--- config.mk ---
export PLATFORM = sky130hd
export DESIGN_NAME = smb_flag_tracker
export DESIGN_NICKNAME = d
export VERILOG_FILES = /design/src/rtl/smbflag_pkg.sv /design/src/rtl/smbflag_ctrl.sv /design/src/rtl/smbflag_regs.sv /design/src/rtl/smb_flag_tracker.sv
export SDC_FILE = /design/constraint.sdc
export NUM_CORES = 1
export LEC_CHECK = 0
export BUFFER_PORTS_ARGS = -buffer_cell sky130_fd_sc_hd__buf_2
export CAP_MARGIN = 0
export CORE_ASPECT_RATIO = 1.5
export CORE_MARGIN = 4
export CORE_UTILIZATION = 29
export CTS_CLUSTER_SIZE = 10
export DETAILED_ROUTE_END_ITERATION = 16
export GPL_TIMING_DRIVEN = 0
export SLEW_MARGIN = 15
export SYNTH_ARGS = -nofsm -noshare
export SYNTH_HDL_FRONTEND = slang
export SYNTH_HIERARCHICAL = 1
export SYNTH_SLANG_ARGS = --single-unit
--- constraint.sdc ---
create_clock -name clk -period 1.31 [get_ports clk]
set_input_delay 0.131 -clock clk [delete_from_list [all_inputs] [get_ports clk]]
set_output_delay 0.131 -clock clk [all_outputs]
set_load 0.005 [all_outputs]
--- src/rtl/smbflag_pkg.sv ---
package smbflag_pkg;
  localparam int NFLAG = 8;
  localparam int MST = 0;
  localparam int TXM = 1;
  localparam int STA = 2;
  localparam int STO = 3;
  localparam int AKR = 4;
  localparam int ARB = 5;
  localparam int RXA = 6;
  localparam int SIF = 7;

  typedef struct packed {
    logic [NFLAG-1:0] hwSet;
    logic [NFLAG-1:0] hwClr;
  } flagStrobes_t;
endpackage

--- src/rtl/smbflag_ctrl.sv ---
module smbflag_ctrl
  import smbflag_pkg::*;
(
  input  logic         clk,
  input  logic         rst,
  input  logic         evStartGen,
  input  logic         evStopGen,
  input  logic         evStartDet,
  input  logic         evRepStartDet,
  input  logic         evStopDet,
  input  logic         evAddrRcvd,
  input  logic         evByteTxDone,
  input  logic         evByteRx,
  input  logic         evAckSampled,
  input  logic         ackLevel,
  input  logic         evAckCycleEnd,
  input  logic         evFrameStart,
  input  logic         sclLowOnGen,
  input  logic         sdaLowOnTx1,
  input  logic         dataWr,
  input  logic         addressedSlave,
  input  logic         hwAckEn,
  input  logic         masterQ,
  input  logic         startQ,
  output flagStrobes_t strb
);
  logic txPending;
  logic txPendingNext;
  logic arbEv;
  logic txChoice;

  // remember a data write until the next frame start consumes it
  always_comb begin
    txPendingNext = txPending;
    if (evFrameStart)  txPendingNext = 1'b0;
    else if (dataWr)   txPendingNext = 1'b1;
  end

  always_ff @(posedge clk) begin
    if (rst) txPending <= 1'b0;
    else     txPending <= txPendingNext;
  end

  assign txChoice = txPending | dataWr;

  // three independent arbitration-loss conditions
  assign arbEv = (evRepStartDet & masterQ & ~startQ) | sclLowOnGen | sdaLowOnTx1;

  always_comb begin
    strb = '0;
    strb.hwSet[MST] = evStartGen;
    strb.hwClr[MST] = evStopGen | arbEv;

    strb.hwSet[TXM] = evStartGen | (evFrameStart & txChoice);
    strb.hwClr[TXM] = evStartDet | arbEv | (evFrameStart & ~txChoice);

    strb.hwSet[STA] = evAddrRcvd;

    strb.hwSet[STO] = evStopDet & addressedSlave;
    strb.hwClr[STO] = evStopGen;

    strb.hwSet[AKR] = evByteRx & ~hwAckEn;
    strb.hwClr[AKR] = evAckCycleEnd;

    strb.hwSet[ARB] = arbEv;

    strb.hwSet[RXA] = evAckSampled & ~ackLevel;
    strb.hwClr[RXA] = evAckSampled & ackLevel;

    strb.hwSet[SIF] = evStartGen | arbEv | evByteTxDone | evByteRx |
                      evAddrRcvd | evStopDet;
  end

  // a write made before a frame is still pending when that frame starts
  p_pending_held_r3: assert property (@(posedge clk) disable iff (rst)
    (dataWr && !evFrameStart) |=> txPending);
endmodule

--- src/rtl/smbflag_regs.sv ---
module smbflag_regs
  import smbflag_pkg::*;
(
  input  logic             clk,
  input  logic             rst,
  input  flagStrobes_t     strb,
  input  logic             swWrEn,
  input  logic [NFLAG-1:0] swWrData,
  output logic [NFLAG-1:0] flagQ
);
  logic siSwClear;
  logic [NFLAG-1:0] extraClr;

  // a software write that drops the interrupt flag, unless hardware re-raises it
  assign siSwClear = swWrEn & flagQ[SIF] & ~swWrData[SIF] & ~strb.hwSet[SIF];

  always_comb begin
    extraClr = '0;
    extraClr[ARB] = siSwClear;
  end

  for (genvar i = 0; i < NFLAG; i++) begin : g_bit
    logic nextBit;
    always_comb begin
      nextBit = swWrEn ? swWrData[i] : flagQ[i];
      if (strb.hwClr[i] | extraClr[i]) nextBit = 1'b0;
      if (strb.hwSet[i])               nextBit = 1'b1;
    end
    always_ff @(posedge clk) begin
      if (rst) flagQ[i] <= 1'b0;
      else     flagQ[i] <= nextBit;
    end
  end

  // the interrupt flag never falls without a software write
  p_si_sticky_r10: assert property (@(posedge clk) disable iff (rst)
    (flagQ[SIF] && !swWrEn) |=> flagQ[SIF]);

  // a hardware set survives a simultaneous software clear
  p_set_wins_r11: assert property (@(posedge clk) disable iff (rst)
    (strb.hwSet[SIF] && swWrEn && !swWrData[SIF]) |=> flagQ[SIF]);

  // dropping the interrupt flag by software drops arbitration lost
  p_arb_clear_r8: assert property (@(posedge clk) disable iff (rst)
    (siSwClear && !strb.hwSet[ARB]) |=> !flagQ[ARB]);
endmodule

--- src/rtl/smb_flag_tracker.sv ---
module smb_flag_tracker
  import smbflag_pkg::*;
(
  input  logic             clk,
  input  logic             rst,
  input  logic             evStartGen,
  input  logic             evStopGen,
  input  logic             evStartDet,
  input  logic             evRepStartDet,
  input  logic             evStopDet,
  input  logic             evAddrRcvd,
  input  logic             evByteTxDone,
  input  logic             evByteRx,
  input  logic             evAckSampled,
  input  logic             ackLevel,
  input  logic             evAckCycleEnd,
  input  logic             evFrameStart,
  input  logic             sclLowOnGen,
  input  logic             sdaLowOnTx1,
  input  logic             dataWr,
  input  logic             addressedSlave,
  input  logic             hwAckEn,
  input  logic             swWrEn,
  input  logic [NFLAG-1:0] swWrData,
  output logic [NFLAG-1:0] flags,
  output logic             irq,
  output logic             sclHold
);
  flagStrobes_t     strb;
  logic [NFLAG-1:0] flagQ;

  smbflag_ctrl u_ctrl (
    .clk(clk), .rst(rst),
    .evStartGen(evStartGen), .evStopGen(evStopGen), .evStartDet(evStartDet),
    .evRepStartDet(evRepStartDet), .evStopDet(evStopDet), .evAddrRcvd(evAddrRcvd),
    .evByteTxDone(evByteTxDone), .evByteRx(evByteRx), .evAckSampled(evAckSampled),
    .ackLevel(ackLevel), .evAckCycleEnd(evAckCycleEnd), .evFrameStart(evFrameStart),
    .sclLowOnGen(sclLowOnGen), .sdaLowOnTx1(sdaLowOnTx1), .dataWr(dataWr),
    .addressedSlave(addressedSlave), .hwAckEn(hwAckEn),
    .masterQ(flagQ[MST]), .startQ(flagQ[STA]), .strb(strb)
  );

  smbflag_regs u_regs (
    .clk(clk), .rst(rst), .strb(strb),
    .swWrEn(swWrEn), .swWrData(swWrData), .flagQ(flagQ)
  );

  assign flags   = flagQ;
  assign irq     = flagQ[SIF];
  assign sclHold = flagQ[SIF];

  // generating a START always leaves master mode on
  p_master_on_r2: assert property (@(posedge clk) disable iff (rst)
    evStartGen |=> flags[MST]);

  // an ACK cycle end with no new request leaves the ACK request off
  p_ackreq_off_r6: assert property (@(posedge clk) disable iff (rst)
    (evAckCycleEnd && !(evByteRx && !hwAckEn)) |=> !flags[AKR]);

  // a sampled low ACK level is reported as acknowledge
  p_rxack_low_r9: assert property (@(posedge clk) disable iff (rst)
    (evAckSampled && !ackLevel) |=> flags[RXA]);
endmodule

==> results of run 1 <==
[placed cells by master, fill, tap and decap left out, types with 2 or more instances in the layout]
| master | count |
|---|---|
| buf_2 | 34 |
| buf_4 | 11 |
| nor2_1 | 10 |
| dfxtp_1 | 8 |
| inv_1 | 7 |
| mux2_4 | 7 |
| a21oi_2 | 7 |
| clkbuf_4 | 3 |
| conb_1 | 3 |
| buf_6 | 2 |
| a211o_1 | 2 |
| and2_1 | 2 |
| nor2b_1 | 2 |
| a21oi_1 | 2 |
[critical path, stage by stage, from the launching register on]
cell and delay [ns]:
dfxtp_2 0.32, nand2_1 0.07, o21ai_2 0.07, or3_4 0.39
nor2_4 0.09, a211o_1 0.12, a21oi_1 0.05
[power groups by stage]
stage | registers [mW] | logic (mW) | clock network [mW]
floorplan | 0.310 | 0.110 | 0
global placement | 0.308 | 0.181 | 0
detailed placement | 0.309 | 0.183 | 0
CTS | 0.303 | 0.188 | 0.225
global route | 0.306 | 0.209 | 0.232
finish | 0.303 | 0.189 | 0.212
[layer usage]
metal  part of all wire (%)  wire (um)  vias up
li1                       -          -      300
met1                     39        550      242
met2                     50        710       21
met3                    9.4        133        2
met4                   0.92         13        0
met5                      0          0        -
[area by class of cell]
| class | count | area share [%] |
|---|---|---|
| Sequential cell | 9 | 20.54 |
| Inverter | 7 | 2.975 |
| Timing Repair Buffer | 36 | 21.39 |
| Clock buffer | 4 | 2.975 |
| Buffer | 12 | 10.20 |
| Tap cell | 22 | 3.116 |
| Multi-Input combinational cell | 45 | 38.81 |
[state kept, by name (all words and copies together) (netlist names)]
signal / count
u_regs/flagQ: 8
u_ctrl/txPending: 1
[worst paths after layout]
| check | start | to | slack (ns) | cells after the start |
|---|---|---|---|---|
| max reg2reg | u_regs/flagQ[0] | u_regs/flagQ[5] | 0.08 | 6 |
| min reg2reg | u_regs/flagQ[5] | u_regs/flagQ[5] | 0.53 | 2 |
| max | u_regs/flagQ[0] | u_regs/flagQ[5] | 0.08 | 6 |
| min | rst | u_ctrl/txPending | 0.04 | 2 |
[timing repair]
item | in CTS | in global routing
endpoints found under the setup margin | 1 | 1
resized for setup | 1 | 7
cloned | 0 | 0
pin swaps | 1 | 1
setup buffers | 1 | 0
[cell families (layout without fill, tap and decap cells)]
group | count (synthesis) | in the layout | share of synthesized area [%]
and+or+nand+nor | 22 | 22 | 17.59
AOI/OAI and AO/OA | 13 | 13 | 16.15
muxes | 7 | 7 | 17.18
DFF | 9 | 9 | 29.45
other | 1 | 3 | 0.6129
buffers and inverters | 19 | 59 | 19.02
==> impl_metrics.py, run 1 <==
metrics = {
    "synthesis": {
        "synth_top_area_share_pct": 29.45,
        "synth_edf_count": 0,
        "yosys_warnings": 6,
        "async_flop_share_pct": 0,
        "synth.avg_cell_area_um2": 8.617,
        "synth_area_um2": 611.8,
        "ys.flop_type": "dfxtp_1",
        "yosys-top-cells-count": "nor2_1 (11), buf_4 (10), dfxtp_1 (9)",
        "synth_area_leader_cell": "dfxtp_1",
        "syn-instance-count": 71,
        "yosys-top-cells-area": "dfxtp_1 (29%), mux2_4 (17%), buf_4 (12%), a21oi_2 (10%), nor2_1 (6.7%)",
        "ys_seq_area_share_pct": 29.45,
        "synth_cell_types": 22,
        "yosysMostFrequentCell": "nor2_1",
        "synth_seq_cells": 9,
    },
    "power": {
        "intPower_uw": 526.2,
        "worst_ir_drop_vdd_mv": 0.4093,
        "clock_power_share_pct": 30.1,
        "p_comb_share_pct": 26.9,
        "seqPwrFrac_pct": 43.0,
        "p_total_uw": 704.2,
        "p_leak_nw": 0.4649,
        "power_density_mw_per_mm2": 797.2,
        "sw_frac_of_total_pct": 25.27,
        "p_sw_uw": 177.9,
    },
    "layout": {
        "nets": 142,
        "fin_cells": 135,
        "post-route-util_pct": 43.58,
        "drive_above_1_share_pct": 62.83,
        "final_cell_area_um2": 883.3,
        "multi_input_area_um2": 342.8,
        "regArea_um2": 181.4,
        "n_fill_cell": 221,
        "n_antenna_cell": 0,
        "area_growth_pct": 44.38,
    },
    "global_routing": {
        "met2_usage_pct": 16.08,
        "busiest_layer": "met2",
        "grt.overflow.total": 0,
        "grtUsageTotal_pct": 9.711,
        "grt_pass1_vias": 510,
        "grt_max_degree": 10,
        "grt_pass1_wl_um": 2056,
        "grtUsageMet1_pct": 10.71,
        "antenna_found_initial": 0,
        "grt_use_met3_pct": 2.254,
    },
    "route": {
        "via_per_inst": 4.185,
        "dr.pass1.iters": 2,
        "drt_wl_total_um": 1408,
        "ant_nets": 0,
        "vias": 565,
        "drc": 0,
        "wl_per_cell_um": 10.43,
        "first_iter_violations": 3,
    },
    "floorplan": {
        "die_area_mm2": 0.002924,
        "die_w_um": 45.51,
        "start_util_pct": 30.19,
        "die_h_um": 64.26,
        "rows": 20,
        "core_mm2": 0.002027,
        "io-pin-count": 38,
    },
    "clock_network": {
        "root_buffer": "clkbuf_4",
        "clockBufferDepth": 2,
        "worst_skew_pair.late_latency_ns": 0.25,
        "htree_levels": 1,
        "cts_inserted_buffers": 3,
        "cts_sinks": 9,
        "cts_tree": "yes",
        "cts.reportedPaths.clkPinSlew_ns": 0.06,
        "holdBufCountCts": 0,
    },
    "critical_path": {
        "worst_ep_arrival_time_ns": 1.36,
        "startpoint_type": "register",
        "cp.required_ns": 1.44,
        "crit_type": "reg -> reg",
        "crit_path_max_fanout": 3,
        "end_kind": "register",
    },
    "sta": {
        "timing.fmax_mhz": 810.0,
        "period_minus_slack_ns": 1.235,
        "setup_viol": 0,
        "finalHoldViolCount": 0,
        "setup_tns_ns": 0,
        "fin_crit_sh_pct": 94.24,
        "setup_ws_ns": 0.07550,
        "maxSlewViolCount": 0,
        "whs_ns": 0.04243,
        "clock_skew_ns": 0.001382,
    },
    "hold_path": {
        "hold_path_class": "in -> reg",
    },
    "placement": {
        "numPlacedInstances": 130,
        "pre_cts_ws_ns": -0.2659,
        "gp_congestion": 0.6383,
        "portBuffers": 35,
        "place_area_um2": 822.0,
        "post-dp-hpwl_um": 1138,
    },
    "run_status": {
        "outcome": "completed",
    },
    "flow_run": {
        "drv_cap": 0,
    },
}
Note: power is estimated with default switching activity, not from simulation.
==> run 2, diff against run 1 <==
==> constraint.sdc (replaced) <==
create_clock -name clk -period 1.3 [get_ports clk]
set_input_delay 0.13 -clock clk [delete_from_list [all_inputs] [get_ports clk]]
set_output_delay 0.13 -clock clk [all_outputs]
set_load 0.005 [all_outputs]
==> run 2 against run 1 <==
Compared with the run above:
- sequential power barely moved
- register-to-register slack is essentially flat
- hold slack worse by 0.0010 ns
- clock skew unchanged
- via count is 0.18% lower
- critical path type is now in -> reg
- critical endpoint unchanged
- largest power group unchanged
==> impl_metrics.py, run 2 (synthesis gave the netlist of run 1 again) <==
metrics = {
    "critical_path": {
        "ff2ff_path_depth": 6,
        "crit_chain": "buf_6, or4_4, or3_4, nor2_4, a211o_1, a21oi_1",
        "worst_ep_arrival_time_ns": 1.36,
        "critPathBufInv": 1,
        "startpoint_type": "primary input",
        "path_delay_family": "simple AND/OR/NAND/NOR gates",
        "path_depth": 6,
        "rr_endpoint": "u_regs/flagQ[5]",
        "cp-startpoint": "evStartGen",
        "cp.required_ns": 1.43,
        "cp_slowest_stage_delay_ns": 0.52,
        "crit_path_top_delay_cell": "or4_4",
        "r2r_slack_ns": 0.08,
        "end_kind": "register",
        "endpoint": "u_regs/flagQ[5]",
        "crit_type": "in -> reg",
        "r2r-start": "u_regs/flagQ[0]",
        "crit_path_max_fanout": 3,
    },
    "clock_network": {
        "cts_tree": "yes",
        "htree_levels": 1,
        "cts_sinks": 9,
        "cts.reportedPaths.clkPinSlew_ns": 0.06,
        "worst_skew_pair.late_latency_ns": 0.25,
        "holdBufCountCts": 0,
        "clockBufferDepth": 2,
        "root_buffer": "clkbuf_4",
        "cts_inserted_buffers": 3,
    },
    "sta": {
        "finalHoldViolCount": 0,
        "clock_skew_ns": 0.001382,
        "rsz0062_at_grt": "false",
        "period_minus_slack_ns": 1.233,
        "fin_crit_sh_pct": 94.85,
        "setup_viol": 0,
        "maxSlewViolCount": 0,
        "setup_ws_ns": 0.06692,
        "timing.fmax_mhz": 811.0,
    },
    "layout": {
        "multi_input_area_um2": 345.3,
        "post-route-util_pct": 43.70,
        "largest_register": "u_regs/flagQ",
        "drive_above_1_share_pct": 63.72,
        "area_growth_pct": 44.79,
        "largest_register_ffs": 8,
        "top_regs": "u_regs/flagQ (8), u_ctrl/txPending (1)",
        "nets": 142,
        "regArea_um2": 181.4,
        "fin_cells": 135,
        "final_cell_mix": "buf_2 (34), buf_4 (11), nor2_1 (10)",
        "final_common_cell": "buf_2",
        "n_fill_cell": 220,
        "n_antenna_cell": 0,
    },
    "floorplan": {
        "die_w_um": 45.51,
        "die_area_mm2": 0.002924,
        "io-pin-count": 38,
        "start_util_pct": 30.19,
        "core_mm2": 0.002027,
        "rows": 20,
        "die_h_um": 64.26,
    },
    "run_status": {
        "outcome": "completed",
    },
    "route": {
        "dr.pass1.iters": 2,
        "first_iter_violations": 4,
        "drc": 0,
        "via_per_inst": 4.178,
        "vias": 564,
        "ant_nets": 0,
        "wl_per_cell_um": 10.42,
        "drt_wl_total_um": 1407,
    },
    "placement": {
        "post-dp-hpwl_um": 1138,
        "pre_cts_ws_ns": -0.2749,
        "portBuffers": 35,
        "gp_congestion": 0.6383,
        "numPlacedInstances": 130,
    },
    "global_routing": {
        "grt_max_degree": 10,
        "grt_pass1_vias": 510,
        "grtUsageTotal_pct": 9.711,
        "antenna_found_initial": 0,
        "grt_pass1_wl_um": 2056,
        "grt.overflow.total": 0,
    },
    "power": {
        "p_leak_nw": 0.4654,
        "p_total_uw": 710.5,
        "worst_ir_drop_vdd_mv": 0.4135,
        "power_density_mw_per_mm2": 802.0,
    },
    "flow_run": {
        "drv_cap": 0,
    },
    "hold_path": {
        "hold_path_class": "in -> reg",
    },
}
## run 2: report_power, final
group          switching (mW)  total, mW  internal, mW
sequential             0.0111      0.306         0.295
clock                  0.0952      0.213         0.118
combinational          0.0737      0.191         0.118
## run 2: worst min path at each step
stage | cells past startpoint | to | slack, ns | start
final | 2 | u_ctrl/txPending | 0.04 | rst
after global routing | 2 | u_ctrl/txPending | 0.05 | rst
after CTS | 2 | u_ctrl/txPending | 0.03 | rst
after detailed placement | 2 | u_ctrl/txPending | 0.31 | rst
after global placement | 2 | u_ctrl/txPending | 0.31 | rst
after floorplan | 1 | u_ctrl/txPending | 0.21 | rst
## run 2: timing repair
item                       in CTS  in global routing
buffers inserted                1                  0
pin swaps                       1                  1
gates cloned                    0                  0
setup endpoints to repair       1                  1
resized for setup               2                  7
## run 2: layout make-up
class	count	area share [%]
Multi-Input combinational cell	45	38.98
Timing Repair Buffer	36	21.33
Clock buffer	4	2.966
Tap cell	22	3.107
Inverter	7	2.966
Sequential cell	9	20.48
Buffer	12	10.17
## run 2: routing by layer
layer	up-vias	routed length [um]	track usage (%)
li1	300	-	-
met1	241	550	10.71
met2	21	710	16.08
met3	2	133	2.254
met4	0	13	5.495
met5	-	0	0
## run 2: stage by stage
step	TNS [ns]	area, um^2	hold slack (ns)
2_1_floorplan	-0.03971	619.3	0.2068
3_3_place_gp	-0.3768	822.0	0.3101
3_5_place_dp	-0.4088	822.0	0.3107
4_1_cts	0	864.6	0.03107
5_1_grt	0	885.9	0.04754
6_report	0	885.9	0.04143
==> run 3, diff against run 2 <==
==> constraint.sdc (replaced) <==
create_clock -name clk -period 1.2 [get_ports clk]
set_input_delay 0.12 -clock clk [delete_from_list [all_inputs] [get_ports clk]]
set_output_delay 0.12 -clock clk [all_outputs]
set_load 0.05 [all_outputs]
==> run 3 against run 2 <==
Compared with the run above:
- register-to-register slack got worse by 0.08 ns
- global-route usage grew 0.81 points
- sequential power up 7.8%
- combinational power rose by 48%
- clock power increased by 8%
- sequential cell count did not move
- the run now ends with negative setup slack left
- largest cell class unchanged
- utilization increased by 0.062 points
- first-iteration DRC count rose by 50%
- cell area grew 0.14%
- critical endpoint unchanged
==> impl_metrics.py, run 3 (synthesis gave the netlist of run 1 again) <==
metrics = {
    "power": {
        "clock_power_share_pct": 27.4,
        "seqPwrFrac_pct": 39.1,
        "p_sw_uw": 269.7,
        "power_density_mw_per_mm2": 950.8,
        "worst_ir_drop_vdd_mv": 0.6535,
        "p_total_uw": 843.5,
        "p_comb_share_pct": 33.5,
        "sw_frac_of_total_pct": 31.98,
        "p_leak_nw": 0.4660,
        "intPower_uw": 573.8,
    },
    "layout": {
        "n_antenna_cell": 0,
        "area_growth_pct": 44.99,
        "nets": 142,
        "post-route-util_pct": 43.77,
        "largest_register_ffs": 8,
        "final_cell_mix": "buf_2 (34), buf_4 (11), nor2_1 (10)",
        "drive_above_1_share_pct": 64.60,
        "largest_register": "u_regs/flagQ",
        "top_regs": "u_regs/flagQ (8), u_ctrl/txPending (1)",
        "final_common_cell": "buf_2",
    },
    "global_routing": {
        "grt_pass1_vias": 549,
        "grt_max_degree": 10,
        "grt.overflow.total": 0,
        "grt_pass1_wl_um": 2194,
        "antenna_found_initial": 0,
        "grtUsageTotal_pct": 10.52,
    },
    "critical_path": {
        "cp_slowest_stage_delay_ns": 0.52,
        "startpoint_type": "primary input",
        "crit_path_max_fanout": 3,
        "worst_ep_arrival_time_ns": 1.35,
        "r2r-start": "u_regs/flagQ[0]",
        "crit_type": "in -> reg",
        "end_kind": "register",
        "cp.required_ns": 1.33,
        "critPathBufInv": 1,
        "crit_chain": "buf_6, or4_4, or3_4, nor2_2, a211o_1, a21oi_1",
        "crit_path_top_delay_cell": "or4_4",
        "r2r_slack_ns": 0,
        "path_delay_family": "simple AND/OR/NAND/NOR gates",
        "rr_endpoint": "u_regs/flagQ[5]",
        "ff2ff_path_depth": 6,
    },
    "sta": {
        "timing.fmax_mhz": 824.7,
        "rsz0062_at_grt": "true",
        "period_minus_slack_ns": 1.213,
        "maxSlewViolCount": 0,
        "finalHoldViolCount": 0,
        "fin_crit_sh_pct": 101.0,
        "setup_ws_ns": -0.01254,
        "setup_viol": 1,
        "clock_skew_ns": 0.004293,
    },
    "floorplan": {
        "die_area_mm2": 0.002924,
        "rows": 20,
        "die_h_um": 64.26,
        "start_util_pct": 30.19,
        "io-pin-count": 38,
        "die_w_um": 45.51,
        "core_mm2": 0.002027,
    },
    "clock_network": {
        "worst_skew_pair.late_latency_ns": 0.26,
        "cts_sinks": 9,
        "htree_levels": 1,
        "cts.reportedPaths.clkPinSlew_ns": 0.06,
        "holdBufCountCts": 0,
        "cts_tree": "yes",
        "clockBufferDepth": 2,
        "cts_inserted_buffers": 3,
        "root_buffer": "clkbuf_4",
    },
    "hold_path": {
        "min_from": "rst",
        "hold_end": "u_ctrl/txPending",
        "hold_path_class": "in -> reg",
        "whs_path_depth": 2,
    },
    "placement": {
        "portBuffers": 35,
        "post-dp-hpwl_um": 1180,
        "gp_congestion": 0.6760,
    },
    "route": {
        "drt_wl_total_um": 1453,
        "vias": 604,
        "dr.pass1.iters": 3,
        "ant_nets": 0,
        "drc": 0,
        "via_per_inst": 4.474,
        "first_iter_violations": 6,
        "wl_per_cell_um": 10.76,
    },
    "run_status": {
        "violations": "negative setup slack",
        "outcome": "finished with violations",
    },
    "flow_run": {
        "drv_cap": 0,
    },
}
==> run 3: cell types whose count changed in the layout (fill, tap and decap cells not counted) <==
cell	previous run	this run
dfxtp_1	8	7
dfxtp_4	0	2
nor2_4	1	0
dfxtp_2	1	0
nor2_2	0	1
==> run 3: worst max-delay path by stage <==
| stage | start | end | slack (ns) | cells past startpoint |
|---|---|---|---|---|
| finish | evStartGen | u_regs/flagQ[5] | -0.01 | 6 |
| global route | u_regs/flagQ[0] | u_regs/flagQ[5] | -0.07 | 6 |
| CTS | u_regs/flagQ[0] | u_regs/flagQ[5] | -0.03 | 6 |
| detailed placement | evStartGen | u_regs/flagQ[5] | -0.35 | 6 |
| global placement | evStartGen | u_regs/flagQ[5] | -0.35 | 6 |
| floorplan | evStartGen | u_regs/flagQ[5] | -0.13 | 5 |
==> run 3: timing repair <==
item / in CTS / in global routing
buffers inserted: 1 / 0
setup endpoints to repair: 2 / 1
resized for setup: 6 / 0
pin swaps: 1 / 1
gates cloned: 0 / 0
==> run 3: stage by stage <==
step	setup slack [ns]	setup TNS (ns)	hold WS, ns	instance area (um^2)	std cells
finish	-0.01254	-0.01254	0.03649	887.1	135
floorplan	-0.1317	-0.1437	0.1968	626.9	73
detailed placement	-0.3539	-0.5744	0.3016	829.5	130
CTS	-0.03172	-0.03172	0.02573	887.1	135
global placement	-0.3495	-0.5570	0.3018	829.5	130
global route	-0.07443	-0.07443	0.03188	887.1	135
==> run 3: final cells by class <==
class	count	area, um^2
Fill cell	203	1140
Multi-Input combinational cell	45	340.3
Timing Repair Buffer	36	188.9
Sequential cell	9	187.7
Buffer	12	90.09
Tap cell	22	27.53
Clock buffer	4	26.28
Inverter	7	26.28
==> run 3: layer usage <==
layer | wire length (um) | up-vias | share of wire [%] | GRT usage (%)
li1 | - | 301 | - | -
met1 | 510 | 283 | 35 | 9.492
met2 | 813 | 18 | 56 | 18.88
met3 | 110 | 2 | 7.6 | 1.972
met4 | 19 | 0 | 1.3 | 8.059
met5 | 0 | - | 0 | 0
==> run 3: worst reg2reg max path, delay by kind of cell (launching register included) <==
family	cells	cell delay (ns)
AOI/OAI and AO/OA	3	0.22
DFF	1	0.35
and+or+nand+nor	3	0.52
==> run 3: power groups by stage <==
stage	Combinational, mW	Sequential (mW)	Clock, mW
finish	0.282	0.330	0.231
global route	0.302	0.333	0.259
CTS	0.284	0.331	0.242
detailed placement	0.275	0.336	0
global placement	0.271	0.335	0
floorplan	0.133	0.398	0
